<file path="src/rtl/scr_pkg.sv">
package scr_pkg;
   // counter must hold 0 .. WORD_W+1 (saturation value marks a long frame)
   function automatic int cnt_width(input int word_w);
      return $clog2(word_w + 2);
   endfunction

   typedef enum logic [1:0] {
      FRM_OK    = 2'd0,
      FRM_SHORT = 2'd1,
      FRM_LONG  = 2'd2
   } frame_kind_e;
endpackage

</file>
<file path="src/rtl/scr_sync.sv">
module scr_sync #(
   parameter int   STAGES  = 2,
   parameter logic RST_VAL = 1'b0
) (
   input  logic clk,
   input  logic rst_n,
   input  logic d_i,
   output logic q_o,
   output logic rise_o,
   output logic fall_o
);
   logic [STAGES-1:0] chain;
   logic              hist;

   if (STAGES < 2) begin : g_bad_stages
      $error("scr_sync: STAGES must be at least 2");
   end

   always_ff @(posedge clk or negedge rst_n) begin
      if (!rst_n) chain[0] <= RST_VAL;
      else        chain[0] <= d_i;
   end

   for (genvar s = 1; s < STAGES; s++) begin : g_stage
      always_ff @(posedge clk or negedge rst_n) begin
         if (!rst_n) chain[s] <= RST_VAL;
         else        chain[s] <= chain[s-1];
      end
   end

   always_ff @(posedge clk or negedge rst_n) begin
      if (!rst_n) hist <= RST_VAL;
      else        hist <= chain[STAGES-1];
   end

   assign q_o    = chain[STAGES-1];
   assign rise_o = chain[STAGES-1] & ~hist;
   assign fall_o = ~chain[STAGES-1] & hist;
endmodule

</file>
<file path="src/rtl/scr_frame_ctl.sv">
module scr_frame_ctl
   import scr_pkg::*;
#(
   parameter int WORD_W = 8,
   parameter int CNT_W  = cnt_width(WORD_W)
) (
   input  logic             clk,
   input  logic             rst_n,
   input  logic             sel_q_i,
   input  logic             sel_fall_i,
   input  logic             sel_rise_i,
   input  logic             sclk_fall_i,
   output logic             shift_en_o,
   output logic             commit_o,
   output logic             short_o,
   output logic             long_o,
   output logic [CNT_W-1:0] cnt_o
);
   localparam logic [CNT_W-1:0] FULL = CNT_W'(WORD_W);
   localparam logic [CNT_W-1:0] SAT  = CNT_W'(WORD_W + 1);

   logic [CNT_W-1:0] cnt;
   logic             active;
   frame_kind_e      kind;

   assign active = ~sel_q_i;

   always_ff @(posedge clk or negedge rst_n) begin
      if (!rst_n) begin
         cnt <= '0;
      end else if (sel_fall_i) begin
         cnt <= '0;
      end else if (active && sclk_fall_i && cnt != SAT) begin
         cnt <= cnt + 1'b1;
      end
   end

   always_comb begin
      if (cnt < FULL)       kind = FRM_SHORT;
      else if (cnt == FULL) kind = FRM_OK;
      else                  kind = FRM_LONG;
   end

   assign shift_en_o = active && sclk_fall_i && !sel_fall_i && (cnt < FULL);
   assign commit_o   = sel_rise_i && (kind == FRM_OK);

   always_ff @(posedge clk or negedge rst_n) begin
      if (!rst_n) begin
         short_o <= 1'b0;
         long_o  <= 1'b0;
      end else begin
         short_o <= sel_rise_i && (kind == FRM_SHORT);
         long_o  <= sel_rise_i && (kind == FRM_LONG);
      end
   end

   assign cnt_o = cnt;
endmodule

</file>
<file path="src/rtl/scr_shifter.sv">
module scr_shifter #(
   parameter int WORD_W = 8
) (
   input  logic              clk,
   input  logic              rst_n,
   input  logic              shift_en_i,
   input  logic              bit_i,
   output logic [WORD_W-1:0] word_o
);
   logic [WORD_W-1:0] sr;

   // LSB first: each new bit enters at the top and moves down
   always_ff @(posedge clk or negedge rst_n) begin
      if (!rst_n)          sr <= '0;
      else if (shift_en_i) sr <= {bit_i, sr[WORD_W-1:1]};
   end

   assign word_o = sr;
endmodule

</file>
<file path="src/rtl/scr_cmd_reg.sv">
module scr_cmd_reg #(
   parameter int WORD_W = 8
) (
   input  logic              clk,
   input  logic              rst_n,
   input  logic              commit_i,
   input  logic [WORD_W-1:0] word_i,
   input  logic [WORD_W-1:0] short_i,
   input  logic              overtemp_i,
   output logic [WORD_W-1:0] cmd_o
);
   logic [WORD_W-1:0] cmd;

   for (genvar b = 0; b < WORD_W; b++) begin : g_bit
      logic kill;
      assign kill = short_i[b] & overtemp_i;
      // protection clear beats the host write
      always_ff @(posedge clk or negedge rst_n) begin
         if (!rst_n)        cmd[b] <= 1'b0;
         else if (kill)     cmd[b] <= 1'b0;
         else if (commit_i) cmd[b] <= word_i[b];
      end
   end

   assign cmd_o = cmd;
endmodule

</file>
<file path="src/rtl/serial_cmd_reg.sv">
module serial_cmd_reg
   import scr_pkg::*;
#(
   parameter int WORD_W      = 8,
   parameter int SYNC_STAGES = 2
) (
   input  logic              clk,
   input  logic              rst_n,
   input  logic              sel_i,
   input  logic              sclk_i,
   input  logic              sdat_i,
   input  logic [WORD_W-1:0] short_i,
   input  logic              overtemp_i,
   output logic [WORD_W-1:0] en_o,
   output logic              standby_o,
   output logic              short_frame_o,
   output logic              long_frame_o
);
   localparam int CNT_W = cnt_width(WORD_W);

   if (WORD_W < 2) begin : g_bad_width
      $error("serial_cmd_reg: WORD_W must be at least 2");
   end

   logic             sel_q, sel_fall, sel_rise;
   logic             sclk_q, sclk_fall, sclk_rise;
   logic             sdat_q, sdat_fall, sdat_rise;
   logic             shift_en, commit_ok;
   logic [CNT_W-1:0] frame_cnt;
   logic [WORD_W-1:0] shreg;
   logic [WORD_W-1:0] cmd;

   scr_sync #(.STAGES(SYNC_STAGES), .RST_VAL(1'b1)) u_sel (
      .clk(clk), .rst_n(rst_n), .d_i(sel_i),
      .q_o(sel_q), .rise_o(sel_rise), .fall_o(sel_fall));

   scr_sync #(.STAGES(SYNC_STAGES), .RST_VAL(1'b0)) u_sclk (
      .clk(clk), .rst_n(rst_n), .d_i(sclk_i),
      .q_o(sclk_q), .rise_o(sclk_rise), .fall_o(sclk_fall));

   scr_sync #(.STAGES(SYNC_STAGES), .RST_VAL(1'b0)) u_sdat (
      .clk(clk), .rst_n(rst_n), .d_i(sdat_i),
      .q_o(sdat_q), .rise_o(sdat_rise), .fall_o(sdat_fall));

   scr_frame_ctl #(.WORD_W(WORD_W), .CNT_W(CNT_W)) u_ctl (
      .clk(clk), .rst_n(rst_n),
      .sel_q_i(sel_q), .sel_fall_i(sel_fall), .sel_rise_i(sel_rise),
      .sclk_fall_i(sclk_fall),
      .shift_en_o(shift_en), .commit_o(commit_ok),
      .short_o(short_frame_o), .long_o(long_frame_o),
      .cnt_o(frame_cnt));

   scr_shifter #(.WORD_W(WORD_W)) u_sr (
      .clk(clk), .rst_n(rst_n), .shift_en_i(shift_en),
      .bit_i(sdat_q), .word_o(shreg));

   scr_cmd_reg #(.WORD_W(WORD_W)) u_cmd (
      .clk(clk), .rst_n(rst_n), .commit_i(commit_ok), .word_i(shreg),
      .short_i(short_i), .overtemp_i(overtemp_i), .cmd_o(cmd));

   assign en_o      = cmd;
   assign standby_o = (cmd == '0);
endmodule

</file>
<file path="config.mk">
export PLATFORM = sky130hd
export DESIGN_NAME = serial_cmd_reg
export DESIGN_NICKNAME = d
export VERILOG_FILES = /design/src/rtl/scr_pkg.sv /design/src/rtl/scr_sync.sv /design/src/rtl/scr_frame_ctl.sv /design/src/rtl/scr_shifter.sv /design/src/rtl/scr_cmd_reg.sv /design/src/rtl/serial_cmd_reg.sv
export SDC_FILE = /design/constraint.sdc
export NUM_CORES = 1
export LEC_CHECK = 0
export ABC_AREA = 1
export BUFFER_PORTS_ARGS = -buffer_cell sky130_fd_sc_hd__buf_2
export CORE_MARGIN = 10
export CORE_UTILIZATION = 35
export DETAILED_ROUTE_END_ITERATION = 8
export PLACE_DENSITY = 0.5
export SLEW_MARGIN = 30
export SYNTH_ARGS = -nofsm -noshare
export SYNTH_HDL_FRONTEND = slang
export SYNTH_HIERARCHICAL = 1
export SYNTH_SLANG_ARGS = --single-unit
</file>
<file path="constraint.sdc">
create_clock -name clk -period 2.8 [get_ports clk]
set_input_delay 0.28 -clock clk [delete_from_list [all_inputs] [get_ports clk]]
set_output_delay 0.28 -clock clk [all_outputs]
set_load 0.05 [all_outputs]
</file>
==> metrics.md <==
| Metric | Value |
|---|---|
| Status | `finished clean` |
| CTS sink cnt | `30` |
| Reg2reg path depth | `7` |
| Clock root buffer | `clkbuf_8` |
| Layout cells sized above 1 | `0.2807` |
| Final period util | `0.6473` |
| Syn. warnings | `6` |
| Most common cell after layout, fill and taps aside | `nand2_1` |
| Leak | `0.8535 nW` |
| Hold Vio Cnt, Final | `0` |
| Setup slack, reg-to-reg | `990 ps` |
| Die Span Y | `between 80 and 90 um` |
| Crit path max fanout | `9` |
| Final setup viols | `0` |
| CTS buffer count | `5` |
| IO Count | `25` |
| Crit path largest cell delay | `670 ps` |
| Post-CTS setup buffer count | `0` |
| Syn Nets | `159` |
| Core Rows | `22` |
| First-pass GRT wire length | `4105 um` |
| Drc violations | `0` |
| Largest net degree at the start of global routing | `31` |
| Syn Inst Count | `around 140` |
| Antenna violations before repair | `0` |
| Setup TNS | `0 ps` |
| CTS tree | `built` |
| Initial Util | `0.3598` |
| Die W | `81.12 um` |
| Via count | `981` |
| Inst Count DP | `211` |
| CP delay by family, top | `simple AND/OR/NAND/NOR gates` |
| Vias per inst | `4.479` |
| Clock slew seen by the registers of the worst setup and hold paths | `60 ps` |
| Crit-path slowest cell | `nor2_1` |
| Critical path arrival | `1980 ps` |
| I/O Buffers | `24` |
| Stages on worst setup path | `7` |
| Final Wtd Congestion | `0.8296` |
| RSZ-0062 raised after global routing | `no` |
| Maximum root-to-sink buffer count | `2` |
| Post-CTS Hold Buffers | `0` |
| Worst Setup EP | `u_cmd/cmd_o[2]$_DFFE_PN0P_` |
| Area of the mapped netlist | `1308 um^2` |
| Total core area | `3633 um^2` |
| Routed len/inst | `11.47 um` |
| Worst-skew pair later-pin latency | `280 ps` |
| PD cells | `593.6 nW/um^2` |
| DPL Wire Length | `1849 um` |
| N_diodes | `0` |
| Number of global-route vias before repair | `907` |
| Grt ovf | `0` |
| Least-Margin Pin Slew | `862.9 ps` |
| # resized after CTS | `0` |
| Tmin final | `1812 ps` |
| Worst r2r src | `u_sel/q_o$_DFF_PN1_` |
| DP Area | `1454 um^2` |
| Fillers | `383` |
| Kind of end point of the critical path | `flip-flop` |
| Initial drt markers | `58` |
| Clock skew | `4.542 ps` |
| Total global routing track utilization | `0.08096` |
| H-tree lvl count | `2` |
| CP cell instances | `inv_1, nor2_1, inv_1, nor2_1, inv_8, nand3_1, nand2_1` |
| Worst Setup SP | `u_sel/q_o$_DFF_PN1_` |
| Bufs and invs on worst path | `3` |
| DIE AREA | `6580 um^2` |
| Final Instance Area | `1545 um^2` |
| Final wirelength | `2511 um` |
| Peak supply drop | `0.2440 mV` |
| CP Class | `flip-flop to flip-flop` |
| Fin. max-slew vios | `0` |
| Non-Filler Instances | `219` |
| Syn_area_per_cell | `9.208 um^2` |
| CP Launch Type | `flip-flop` |
| FF-to-FF End | `u_cmd/cmd_o[2]$_DFFE_PN0P_` |
| Most frequent cells in the layout | `nand2_1 (46), dfrtp_1 (27), buf_2 (24)` |
| Antenna Nets Post-Route | `0` |
| CP required | `just under 3000 ps` |
| Layout area overhead | `18.18%` |
| Layout net count | `roughly 190` |
| Worst slew margin | `0.4226` |
| F_max | `551.8 MHz` |
| First-pass DRT Iterations | `4` |
| Max Cap Violations | `0` |
| HP Class | `input pin to asynchronous set/reset pin` |
[routing by layer]
layer / wire (um) / vias up / track usage / share of wire
met5: 0 / - / 0 / 0
met4: 27 / 0 / 0.04152 / 0.011
met3: 273 / 3 / 0.04967 / 0.11
met2: 1059 / 26 / 0.1162 / 0.42
met1: 1151 / 449 / 0.09234 / 0.46
li1: - / 503 / - / -
[flip-flops by register name (all words and copies together) (netlist names)]
| name | count |
|---|---|
| u_ctl/long_o | 1 |
| u_cmd/cmd_o | 8 |
| u_sel/chain | 1 |
| u_sr/word_o | 8 |
| u_ctl/short_o | 1 |
| u_sel/hist | 1 |
| u_sdat/chain | 1 |
| u_ctl/cnt_o | 4 |
| u_sclk/q_o | 1 |
| u_sel/q_o | 1 |
| u_sdat/q_o | 1 |
| u_sclk/hist | 1 |
| u_sclk/chain | 1 |
[where the power goes]
group	switching (mW)	total (mW)	internal, mW
Clock	0.155	0.352	0.198
Combinational	0.0440	0.0694	0.0254
Sequential	0.0272	0.495	0.468
Total	0.226	0.917	0.691
[cell type report]
cell class | count | area (um^2) | share of cell area
Sequential cell | 30 | 754.5 | 0.4883
Multi-Input combinational cell | 93 | 447.9 | 0.2899
Timing Repair Buffer | 25 | 127.6 | 0.08259
Clock buffer | 7 | 86.33 | 0.05587
Inverter | 15 | 63.81 | 0.04130
Tap cell | 48 | 60.06 | 0.03887
Clock inverter | 1 | 5.005 | 0.003239
[per-stage QoR]
| stage | setup WS (ps) | util | hold WS, ps | total power, mW |
|---|---|---|---|---|
| finish | 987.6 | 0.4253 | 33.38 | 0.9172 |
| CTS | 956.5 | 0.4253 | 47.26 | 0.9368 |
| detailed placement | 969.0 | 0.4001 | 337.0 | 0.5734 |
| floorplan | 1086 | - | -15.59 | 0.5406 |
| global placement | 1003 | 0.4001 | 332.3 | 0.5707 |
| global route | 760.6 | 0.4253 | 72.69 | 0.9678 |
[worst min path at each step]
stage | startpoint | to | slack, ps | cells past startpoint
2_1_floorplan | rst_n | u_cmd/cmd_o[0]$_DFFE_PN0P_ | -20 | 0
3_3_place_gp | u_sclk/chain[0]$_DFF_PN0_ | u_sclk/q_o$_DFF_PN0_ | 330 | 0
3_5_place_dp | u_sdat/chain[0]$_DFF_PN0_ | u_sdat/q_o$_DFF_PN0_ | 340 | 0
4_1_cts | rst_n | u_sr/word_o[0]$_DFFE_PN0P_ | 50 | 1
5_1_grt | rst_n | u_sclk/q_o$_DFF_PN0_ | 70 | 1
6_report | rst_n | u_ctl/cnt_o[0]$_DFFE_PN0P_ | 30 | 1
Power figures use the tool's default switching activity.
